File: src/rtl/sfr_slave_pkg.sv
package sfr_slave_pkg;
  typedef enum logic [0:0] {
    HS_IDLE = 1'b0,
    HS_ACK  = 1'b1
  } hs_state_e;

  localparam int unsigned CTRL_IDX = 0;
  localparam int unsigned DATA_IDX = 1;
endpackage

File: src/rtl/sfr_addr_decode.sv
module sfr_addr_decode #(
  parameter int unsigned ADDR_W    = 8,
  parameter int unsigned NUM_REGS  = 2,
  parameter logic [ADDR_W-1:0] BASE_ADDR = 8'h98
) (
  input  logic                clk,
  input  logic                rst_n,
  input  logic [ADDR_W-1:0]   addr,
  input  logic                indirect,
  output logic [NUM_REGS-1:0] sel,
  output logic                hit
);
  genvar gi;
  generate
    for (gi = 0; gi < NUM_REGS; gi++) begin : g_sel
      localparam logic [ADDR_W-1:0] MY_ADDR = BASE_ADDR + ADDR_W'(gi);
      assign sel[gi] = !indirect && (addr == MY_ADDR);
    end
  endgenerate

  assign hit = |sel;

  assert_indirect_nohit_R2: assert property (@(posedge clk) disable iff (!rst_n)
    indirect |-> !hit);
  assert_sel_onehot_R1: assert property (@(posedge clk) disable iff (!rst_n)
    $onehot0(sel));
endmodule

File: src/rtl/sfr_handshake.sv
module sfr_handshake
  import sfr_slave_pkg::*;
(
  input  logic clk,
  input  logic rst_n,
  input  logic rd,
  input  logic wr,
  input  logic hit,
  output logic ack,
  output logic wr_pulse
);
  hs_state_e state_q, state_d;
  logic      rd_q, wr_q;
  logic      rd_rise, wr_rise, conflict, start;

  assign rd_rise  = rd && !rd_q;
  assign wr_rise  = wr && !wr_q;
  assign conflict = rd && wr;
  assign start    = (state_q == HS_IDLE) && hit && !conflict && (rd_rise || wr_rise);

  always_comb begin
    state_d = state_q;
    case (state_q)
      HS_IDLE: if (start) state_d = HS_ACK;
      HS_ACK:  if (!rd && !wr) state_d = HS_IDLE;
      default: state_d = HS_IDLE;
    endcase
  end

  always_ff @(posedge clk or negedge rst_n) begin
    if (!rst_n) begin
      state_q <= HS_IDLE;
      rd_q    <= 1'b0;
      wr_q    <= 1'b0;
    end else begin
      state_q <= state_d;
      rd_q    <= rd;
      wr_q    <= wr;
    end
  end

  assign wr_pulse = start && wr;
  assign ack      = (state_q == HS_ACK);

  assert_ack_hold_R5: assert property (@(posedge clk) disable iff (!rst_n)
    (ack && (rd || wr)) |=> ack);
  assert_ack_release_R5: assert property (@(posedge clk) disable iff (!rst_n)
    (ack && !rd && !wr) |=> !ack);
  assert_conflict_noack_R8: assert property (@(posedge clk) disable iff (!rst_n)
    (rd && wr && !ack) |=> !ack);
  assert_nohit_noack_R1: assert property (@(posedge clk) disable iff (!rst_n)
    (!ack && !hit) |=> !ack);
  assert_single_write_R6: assert property (@(posedge clk) disable iff (!rst_n)
    wr_pulse |=> !wr_pulse);
endmodule

File: src/rtl/sfr_regbank.sv
module sfr_regbank #(
  parameter int unsigned DATA_W   = 8,
  parameter int unsigned NUM_REGS = 2
) (
  input  logic                       clk,
  input  logic                       rst_n,
  input  logic                       we,
  input  logic [NUM_REGS-1:0]        sel,
  input  logic [DATA_W-1:0]          wdata,
  output logic [NUM_REGS*DATA_W-1:0] regs_flat,
  output logic [DATA_W-1:0]          rdata_mux
);
  logic [DATA_W-1:0] reg_q [NUM_REGS];
  logic [DATA_W-1:0] reg_d [NUM_REGS];
  logic [NUM_REGS-1:0] reg_en;

  genvar gi;
  generate
    for (gi = 0; gi < NUM_REGS; gi++) begin : g_reg
      assign reg_en[gi] = we && sel[gi];

      always_comb begin
        reg_d[gi] = reg_q[gi];
        if (reg_en[gi]) reg_d[gi] = wdata;
      end

      always_ff @(posedge clk or negedge rst_n) begin
        if (!rst_n) reg_q[gi] <= '0;
        else        reg_q[gi] <= reg_d[gi];
      end

      assign regs_flat[gi*DATA_W +: DATA_W] = reg_q[gi];

      assert_write_capture_R3: assert property (@(posedge clk) disable iff (!rst_n)
        reg_en[gi] |=> (reg_q[gi] == $past(wdata)));
      assert_no_write_stable_R6: assert property (@(posedge clk) disable iff (!rst_n)
        !reg_en[gi] |=> $stable(reg_q[gi]));
    end
  endgenerate

  always_comb begin
    rdata_mux = '0;
    for (int i = 0; i < NUM_REGS; i++) begin
      if (sel[i]) rdata_mux = rdata_mux | reg_q[i];
    end
  end
endmodule

File: src/rtl/sfr_bus_slave.sv
module sfr_bus_slave
  import sfr_slave_pkg::*;
#(
  parameter int unsigned ADDR_W   = 8,
  parameter int unsigned DATA_W   = 8,
  parameter logic [ADDR_W-1:0] BASE_ADDR = 8'h98,
  parameter int unsigned SEL_BIT  = 0,
  parameter int unsigned PIN_BIT  = 0
) (
  input  logic              clk,
  input  logic              rst_n,
  input  logic [ADDR_W-1:0] bus_addr,
  input  logic              bus_indirect,
  input  logic [DATA_W-1:0] bus_wdata,
  input  logic              bus_rd,
  input  logic              bus_wr,
  output logic [DATA_W-1:0] bus_rdata,
  output logic              bus_rdata_oe,
  output logic              bus_ack,
  output logic              pin_sel,
  output logic              pin_dout
);
  localparam int unsigned NUM_REGS = 2;

  logic                       rst_meta_q, rst_sync_q;
  logic [NUM_REGS-1:0]        sel;
  logic                       hit;
  logic                       wr_pulse;
  logic [NUM_REGS*DATA_W-1:0] regs_flat;
  logic [DATA_W-1:0]          rdata_mux;
  logic [DATA_W-1:0]          ctrl_val, data_val;

  always_ff @(posedge clk or negedge rst_n) begin
    if (!rst_n) begin
      rst_meta_q <= 1'b0;
      rst_sync_q <= 1'b0;
    end else begin
      rst_meta_q <= 1'b1;
      rst_sync_q <= rst_meta_q;
    end
  end

  sfr_addr_decode #(
    .ADDR_W(ADDR_W), .NUM_REGS(NUM_REGS), .BASE_ADDR(BASE_ADDR)
  ) u_decode (
    .clk(clk), .rst_n(rst_sync_q), .addr(bus_addr), .indirect(bus_indirect),
    .sel(sel), .hit(hit)
  );

  sfr_handshake u_hs (
    .clk(clk), .rst_n(rst_sync_q), .rd(bus_rd), .wr(bus_wr), .hit(hit),
    .ack(bus_ack), .wr_pulse(wr_pulse)
  );

  sfr_regbank #(
    .DATA_W(DATA_W), .NUM_REGS(NUM_REGS)
  ) u_regs (
    .clk(clk), .rst_n(rst_sync_q), .we(wr_pulse), .sel(sel), .wdata(bus_wdata),
    .regs_flat(regs_flat), .rdata_mux(rdata_mux)
  );

  assign ctrl_val     = regs_flat[CTRL_IDX*DATA_W +: DATA_W];
  assign data_val     = regs_flat[DATA_IDX*DATA_W +: DATA_W];
  assign bus_rdata_oe = bus_rd && !bus_wr && hit;
  assign bus_rdata    = bus_rdata_oe ? rdata_mux : '0;
  assign pin_sel      = ctrl_val[SEL_BIT];
  assign pin_dout     = pin_sel && data_val[PIN_BIT];

  assert_oe_direct_read_R4: assert property (@(posedge clk) disable iff (!rst_sync_q)
    bus_rdata_oe |-> (bus_rd && !bus_wr && !bus_indirect));
  assert_pin_sel_stable_R7: assert property (@(posedge clk) disable iff (!rst_sync_q)
    !$past(wr_pulse) |-> $stable(pin_sel));
  assert_ack_direct_R2: assert property (@(posedge clk) disable iff (!rst_sync_q)
    $rose(bus_ack) |-> !$past(bus_indirect));
endmodule

File: config.mk
export PLATFORM = sky130hd
export DESIGN_NAME = sfr_bus_slave
export DESIGN_NICKNAME = d
export VERILOG_FILES = /design/src/rtl/sfr_slave_pkg.sv /design/src/rtl/sfr_addr_decode.sv /design/src/rtl/sfr_handshake.sv /design/src/rtl/sfr_regbank.sv /design/src/rtl/sfr_bus_slave.sv
export SDC_FILE = /design/constraint.sdc
export NUM_CORES = 1
export LEC_CHECK = 0
export BUFFER_PORTS_ARGS = -buffer_cell sky130_fd_sc_hd__buf_2
export CORE_AREA = 2 2 50 52
export CTS_BUF_LIST = sky130_fd_sc_hd__clkbuf_4 sky130_fd_sc_hd__clkbuf_8
export CTS_CLUSTER_DIAMETER = 80
export DETAILED_ROUTE_END_ITERATION = 10
export DIE_AREA = 0 0 52 54
export GPL_TIMING_DRIVEN = 0
export PLACE_DENSITY_LB_ADDON = 0.3
export SLEW_MARGIN = 10
export SYNTH_ARGS = -nofsm -noshare
export SYNTH_HDL_FRONTEND = slang
export SYNTH_SLANG_ARGS = --single-unit
File: constraint.sdc
create_clock -name clk -period 1.3 [get_ports clk]
set_clock_uncertainty 0.05 [all_clocks]
set_input_delay 0.26 -clock clk [delete_from_list [all_inputs] [get_ports clk]]
set_output_delay 0.26 -clock clk [all_outputs]
set_load 0.03 [all_outputs]
Yosys cells after proc, flatten, opt, wreduce, memory -nomap -nowiden:

Cells that the tools add are included.

* flip-flop bits (word level): 21
* bits of input ports: 21
* output and inout bits: 12

* equal/unequal tests: 2
* multiplexer cells: 6
* bitwise logic cells: 2
* reductions and logical operators: 23

Operator list (number)
* 2-to-1 mux 8 bit: 3
* == test 8 bit, second input constant: 2
* logical AND 1 bit: 15
* bitwise OR 8 bit: 1
* logical NOT 1 bit: 6
* 2-to-1 mux 1 bit: 2
* one-hot mux 1 bit (2 select lines): 1
* OR reduction 2 bit: 1
* logical OR 1 bit: 1
* inverter 1 bit: 1

Longest topological paths before layout:

Gate-level depths: netlist of run 1.

* depth in word-level cells: 8
* depth in mapped cells: 5
* mapped depth without buffers: 3

Hierarchy:

A second synthesis of run 1 with hierarchy kept.

* cell total of the unflattened synthesis: 72
* area, all modules: 998.5 sq um

Modules (own cells, without submodules)
* sfr_regbank: instances 1, cells each 44, area each 688.2 sq um
* sfr_bus_slave: instances 1, cells each 13, area each 148.9 sq um
* sfr_handshake: instances 1, cells each 9, area each 122.6 sq um
* sfr_addr_decode: instances 1, cells each 6, area each 38.8 sq um

Worst setup path before layout of run 1:

No wires, ideal clock.

* kind: reg2reg
* from: register u_hs.state_q (netlist: u_hs.ack)
* to: register u_regs.reg_q, in the netlist u_regs.regs_flat[10]
* library setup time: 0.125 ns
* arrival: 1.969 ns
* required time: 1.125 ns
* path slack: -0.844 ns
* stages on the path, launching flop included: 5
* buffers on the path: 1
* period minus slack after synthesis: 2.144 ns
* cells stage by stage: dfrtp_1 -> or4b_1 -> or4_4 -> buf_6 -> mux2_4

* cells in the longest elaborated chain, start to end: 6

RTL lines
* start, declared: line sfr_handshake.sv:12 `hs_state_e state_q, state_d;`
* start signal, assigned: line sfr_handshake.sv:36 `state_q <= state_d;`
* inverter 1 bit: line sfr_handshake.sv:19 `assign start = (state_q == HS_IDLE) && hit && !conflict && (rd_rise || wr_rise);`
* logical AND 1 bit (3 in series): line sfr_handshake.sv:19
* logical AND 1 bit: line sfr_handshake.sv:42 `assign wr_pulse = start && wr;`
* logical AND 1 bit: line sfr_regbank.sv:20 `assign reg_en[gi] = we && sel[gi];`
* end signal, assigned by index: line sfr_regbank.sv:29 `else reg_q[gi] <= reg_d[gi];`
* end, declared: line sfr_regbank.sv:13 `logic [DATA_W-1:0] reg_q [NUM_REGS];`

No other way between the ends.
A chain may end at the register's enable or synchronous reset.

Worst setup path after layout of run 1:

* from: register u_hs.state_q (netlist: u_hs.ack)
* to: register u_regs.reg_q, in the netlist u_regs.regs_flat[15]

Same word-level chain as after synthesis.

==> flow_metrics.tcl, run 1 <==
set metrics [dict create \
    highest_ir_drop_seen_on_vdd_v 0.0005494 \
    wire_length_of_the_first_global_routing_pass_um 3277 \
    fp.dieArea_um2 2808 \
    critical_path.startpoint_type "register" \
    netlist.top_cell.by_area "dfrtp_1" \
    io_buffers 31 \
    multi_input_comb_area_um2 571.8 \
    powerDensity_nw_per_um2 716.9 \
    layout-drive-gt1-share_pct 66.38 \
    violations "setup timing" \
    required_ps 1440 \
    worstSetupPathType "reg -> reg" \
    clkSlewWorstSetupHoldPaths_ps 120 \
    placement.setup.worst_slack_ps -1047 \
    cts_num_sinks 21 \
    drt-wirelength-per-cell_um 13.80 \
    synth.top_cell.area_share_pct 52.24 \
    globalRoute.totalOverflow 0 \
    cts_buffers 3 \
    yosysSeqAreaShare_pct 52.24 \
    firstDrtPassIters 2 \
    ant_nets 0 \
    design.final.nets 138 \
    synth-async-reset-ratio_pct 100.0 \
    buffers_from_clock_root_to_sink_at_most 2 \
    vias_per_cell 4.932 \
    max-slew-margin-rel_pct 50.31 \
    insertedDiodeCount 0 \
    synth_warnings 0 \
    synthesis.nets 94 \
    synth_most_common_cell "dfrtp_1" \
    critPathMaxFanout 8 \
    netlist_instances 73 \
    cts_root_buf "clkbuf_4" \
    source_to_sink_clock_delay_at_the_later_pin_of_the_worst_skew_pair_ps 300 \
    finalWirelength_um 2015 \
    via_count 720 \
    die_w_um 52 \
    total_power_mw 1.087 \
    post-route-period-util_pct 153.0 \
    synth_cell_types 22 \
    worst_ep_arrival_time_ps 2130 \
    finalHoldViolations 0 \
    routabilityCongestion 0.7094 \
    post_layout_nonfiller_instances 146 \
    setup-tns-final_ps -12990 \
    die_height_um 54 \
    maxClockFrequency_mhz 502.9 \
    synth-edff-count 0 \
    areaGrowthSynthToFinish_pct 50.75 \
    finalHoldWorstSlack_ps 71.32 \
    num-fill-cells 179 \
    max_slew.worst_pin.slew_ps 745.3 \
    ys_top_cells_by_area "dfrtp_1 (52%), mux2_4 (12%), mux2i_1 (8.0%), mux2_2 (6.7%), nor2_1 (3.4%)" \
    placed_cells 134 \
    fin_ws_ps -688.6 \
    storage_cell_area_um2 526.8 \
    leak_pwr_nw 0.7456 \
    post-dp-hpwl_um 1386 \
    globalRouteTotalUtil_pct 16.62 \
    std_cell_rows 18 \
    syn_avg_cell_area_um2 13.78 \
    drv.max_cap_violation_count 0 \
    initial_utilization_pct 43.37 \
    synth.top_cells.by_count "dfrtp_1 (21), nor2_1 (9), mux2_4 (8), mux2i_1 (8), mux2_2 (6)" \
    drt-initial-drc-count 2 \
    cts_tree "done" \
    outcome "finished with violations" \
    worst_hold_path_class "in -> reg" \
    h_tree_levels 1 \
    ys_ff_latch 21 \
    setup_repair_after_global_routing_missed_its_margin "yes" \
    first_global_vias 713 \
    num_io_pins 33 \
    min_period_ps 1989 \
    floorplan.core_area_um2 2320 \
    drc_errors 0 \
    synth_flop_cell "dfrtp_1" \
    initial_antenna_violation_count 0 \
    setup_viol 26 \
    maximum_number_of_pins_on_one_net_before_global_route_repair 20 \
    final_count_of_pins_violating_max_slew 0 \
    netlist_area_before_placement_um2 1006 \
    element_type_at_the_critical_path_end "register" \
]
-- cell usage in the layout, fill, tap and decap left out, types with 2 or more instances in the layout --
master and instances:
buf_2 16, clkbuf_4 3, mux2_4 13, or4b_4 2
buf_6 18, mux2i_1 8, mux2_2 3, a21oi_1 3
dfrtp_1 20, nor2_4 8, buf_4 5
-- flip-flops by register name (all words and copies together), names as in the netlist --
name / cells
u_hs.ack: 1
u_regs.regs_flat: 16
u_hs.rd_q: 1
rst_meta_q: 1
u_hs.wr_q: 1
rst_sync_q: 1
-- path summary, 6_finish.rpt --
check	from	to	cells after the start	slack, ps
worst max register to register	u_hs.ack	u_regs.regs_flat[15]	4	-690
worst min-delay path	bus_wr	u_hs.wr_q	1	70
worst min register to register	rst_sync_q	u_regs.regs_flat[7]	0	270
min in group asynchronous	rst_n	rst_meta_q	2	200
worst max-delay path	u_hs.ack	u_regs.regs_flat[15]	4	-690
max in group asynchronous	rst_sync_q	u_hs.ack	0	420
-- kinds of logic (layout without fill, tap and decap cells) --
logic type      after synthesis  after routing  synth area share (%)
simple gates                 19             19                 14.18
buf+inv                       4             47                 2.363
mux                          24             24                 28.86
compound gates                4              4                 1.989
flops                        21             21                 52.24
other cells                   1              1                0.3728
-- through the flow --
step                      util, %  area, um^2
after floorplan                 -        1102
after global placement      55.83        1295
after detailed placement    55.83        1295
after CTS                   64.83        1504
after global routing        65.37        1516
final                       65.37        1516
-- worst max-delay path, cell delays in order (launching register included) --
cell	delay (ps)
dfrtp_2	420
or4b_4	510
or4_4	420
buf_6	170
mux2_4	300
-- cell type report --
| type | count | area share (%) |
|---|---|---|
| plain buffers | 2 | 1.073 |
| clock buffers | 3 | 1.485 |
| clock inverters | 1 | 0.3300 |
| inverters | 2 | 0.4951 |
| multi-input cells | 48 | 37.71 |
| flip-flops and latches | 21 | 34.74 |
| well taps | 30 | 2.475 |
| repair buffers | 39 | 21.70 |
-- timing repair --
item,in CTS,in global routing
pin swaps,7,0
hold buffers,1,0
hold endpoints to repair,2,0
endpoints found under the setup margin,26,27
buffers inserted,7,0
gates resized for setup,34,3
-- power breakdown --
part | total (mW) | internal (mW) | switching, mW
sequential | 0.678 | 0.663 | 0.0148
clock | 0.305 | 0.115 | 0.191
combinational | 0.104 | 0.0620 | 0.0419
total | 1.09 | 0.840 | 0.248
-- per-layer routing --
metal	vias up	global-route usage (%)	share of wire, %
li1	348	-	-
met1	355	20.60	40
met2	13	29.11	56
met3	4	2.500	3.5
met4	0	6.579	1.2
met5	-	0	0
No activity file was read; power rests on OpenSTA's default activity.
==> run 2: changes to the inputs <==
Settings changed: BUFFER_PORTS_ARGS -buffer_cell sky130_fd_sc_hd__buf_2 to -buffer_cell sky130_fd_sc_hd__buf_4, PLACE_DENSITY from default to 0.75, PLACE_DENSITY_LB_ADDON 0.3 to default.
==> run 2 against run 1 <==
- the flow still finishes with violations (setup timing)
- register-to-register slack about the same
- die area stayed put
- setup slack better by 13 ps
- combinational power rose by 8%
- worst hold slack worse by 32 ps
- non-clock buffer count is 2 lower
- sequential cell count did not move
- critical path depth fell by 1
- design area up 1.2%
- sequential power about the same
==> flow_metrics.tcl, run 2 (same netlist as run 1, synthesis figures left out) <==
set metrics [dict create \
    num_io_pins 33 \
    highest_utilization_routing_layer_at_the_global_route_stage "met2" \
    powerDensity_nw_per_um2 720.3 \
    ant_nets 0 \
    finalHoldWorstSlack_ps 39.43 \
    leak_pwr_nw 0.7437 \
    vias_per_cell 5.028 \
    cts_num_sinks 21 \
    initial_antenna_violation_count 0 \
    global_route.usage.met1_pct 21.20 \
    wire_length_of_the_first_global_routing_pass_um 3346 \
    final_count_of_pins_violating_max_slew 0 \
    cts_root_buf "clkbuf_4" \
    drv.max_cap_violation_count 0 \
    buffers_from_clock_root_to_sink_at_most 2 \
    std_cell_rows 18 \
    max-slew-margin-rel_pct 50.52 \
    design.final.nets 136 \
    drt-initial-drc-count 0 \
    source_to_sink_clock_delay_at_the_later_pin_of_the_worst_skew_pair_ps 300 \
    io_buffers 31 \
    worst_ep_arrival_time_ps 2130 \
    clkSlewWorstSetupHoldPaths_ps 120 \
    drc_errors 0 \
    min_period_ps 1976 \
    cts_tree "done" \
    highest_ir_drop_seen_on_vdd_v 0.0006816 \
    cts_buffers 3 \
    critPathMaxFanout 8 \
    die_w_um 52 \
    floorplan.core_area_um2 2320 \
    insertedDiodeCount 0 \
    finalWirelength_um 2030 \
    gr-usage-met3_pct 3.333 \
    grt_use_met2_pct 26.58 \
    areaGrowthSynthToFinish_pct 52.49 \
    post-route-period-util_pct 152.0 \
    outcome "finished with violations" \
    first_global_vias 751 \
    die_height_um 54 \
    initial_utilization_pct 43.37 \
    fin_ws_ps -676.0 \
    required_ps 1450 \
    firstDrtPassIters 1 \
    element_type_at_the_critical_path_end "register" \
    max_slew.worst_pin.slew_ps 742.1 \
    fp.dieArea_um2 2808 \
    h_tree_levels 1 \
    finalHoldViolations 0 \
    setup_viol 27 \
    critical_path.startpoint_type "register" \
    routabilityCongestion 0.6711 \
    maximum_number_of_pins_on_one_net_before_global_route_repair 20 \
    drt-wirelength-per-cell_um 14.10 \
    layout-drive-gt1-share_pct 64.91 \
    setup-tns-final_ps -12830 \
    worst_hold_path_class "in -> reg" \
    setup_repair_after_global_routing_missed_its_margin "yes" \
    globalRouteTotalUtil_pct 16.29 \
    via_count 724 \
    largest_reg_flops 16 \
    maxClockFrequency_mhz 506.1 \
    violations "setup timing" \
    post-dp-hpwl_um 1417 \
    worstSetupPathType "reg -> reg" \
    highest_count_cells_in_the_layout_ignoring_fill_and_taps "buf_4 (20), dfrtp_1 (20), buf_6 (16), mux2_4 (13)" \
    globalRoute.totalOverflow 0 \
]
run 2: cell count changes in the layout (fill, tap and decap cells not counted):
cell    previous run  this run
buf_8              1         0
and2_4             1         0
buf_4              5        20
buf_6             18        16
buf_12             0         1
buf_2             16         1
and2_1             0         1
run 2: repair_timing:
item                                    CTS  global route
pin swaps                                 6             3
hold buffers                              1             0
resized for setup                        18             2
endpoints found under the setup margin   26            27
endpoints found under the hold margin     2             0
buffers inserted                          5             1
run 2: critical path: stages (launching register included):
cell,delay (ps)
dfrtp_2,420
or4b_4,520
or4_4,550
mux2_4,330
run 2: path summary, 6_finish.rpt:
check	end	from	slack, ps	depth (start not counted)
max	u_regs.regs_flat[10]	u_hs.ack	-680	3
min	u_hs.rd_q	bus_rd	40	1
max reg2reg	u_regs.regs_flat[10]	u_hs.ack	-680	3
min reg2reg	u_hs.wr_q	rst_sync_q	270	0
max in group asynchronous	u_hs.ack	rst_sync_q	430	0
min in group asynchronous	rst_meta_q	rst_n	210	2
run 2: metrics by stage:
| step | utilization (%) | total power, mW | instances | setup slack, ps | area, um^2 |
|---|---|---|---|---|---|
| after CTS | 65.97 | 1.115 | 144 | -694.9 | 1530 |
| after global placement | 59.17 | 0.7916 | 134 | -1008 | 1373 |
| final | 66.13 | 1.105 | 144 | -676.0 | 1534 |
| after detailed placement | 59.17 | 0.7956 | 134 | -1008 | 1373 |
| after global routing | 66.13 | 1.159 | 144 | -707.6 | 1534 |
| after floorplan | - | 0.7276 | 73 | -753.2 | 1102 |
run 2: power breakdown:
| group | switching, mW | leakage, nW | internal (mW) | total (mW) |
|---|---|---|---|---|
| combinational | 0.0415 | 0.444 | 0.0708 | 0.112 |
| clock | 0.200 | 0.0177 | 0.115 | 0.315 |
| sequential | 0.0148 | 0.282 | 0.663 | 0.678 |
run 2: layer usage:
metal	wire length [um]	part of all wire (%)
met5	0	0
met2	1017	50
met4	30	1.5
met3	101	5.0
met1	880	43
run 2: final cells by class:
| type | count | area (um^2) |
|---|---|---|
| well taps | 30 | 37.54 |
| multi-input cells | 48 | 569.3 |
| inverters | 2 | 7.507 |
| fillers | 182 | 785.8 |
| flip-flops and latches | 21 | 526.8 |
| clock buffers | 3 | 22.52 |
| repair buffers | 38 | 360.3 |
| plain buffers | 1 | 5.005 |
| clock inverters | 1 | 5.005 |
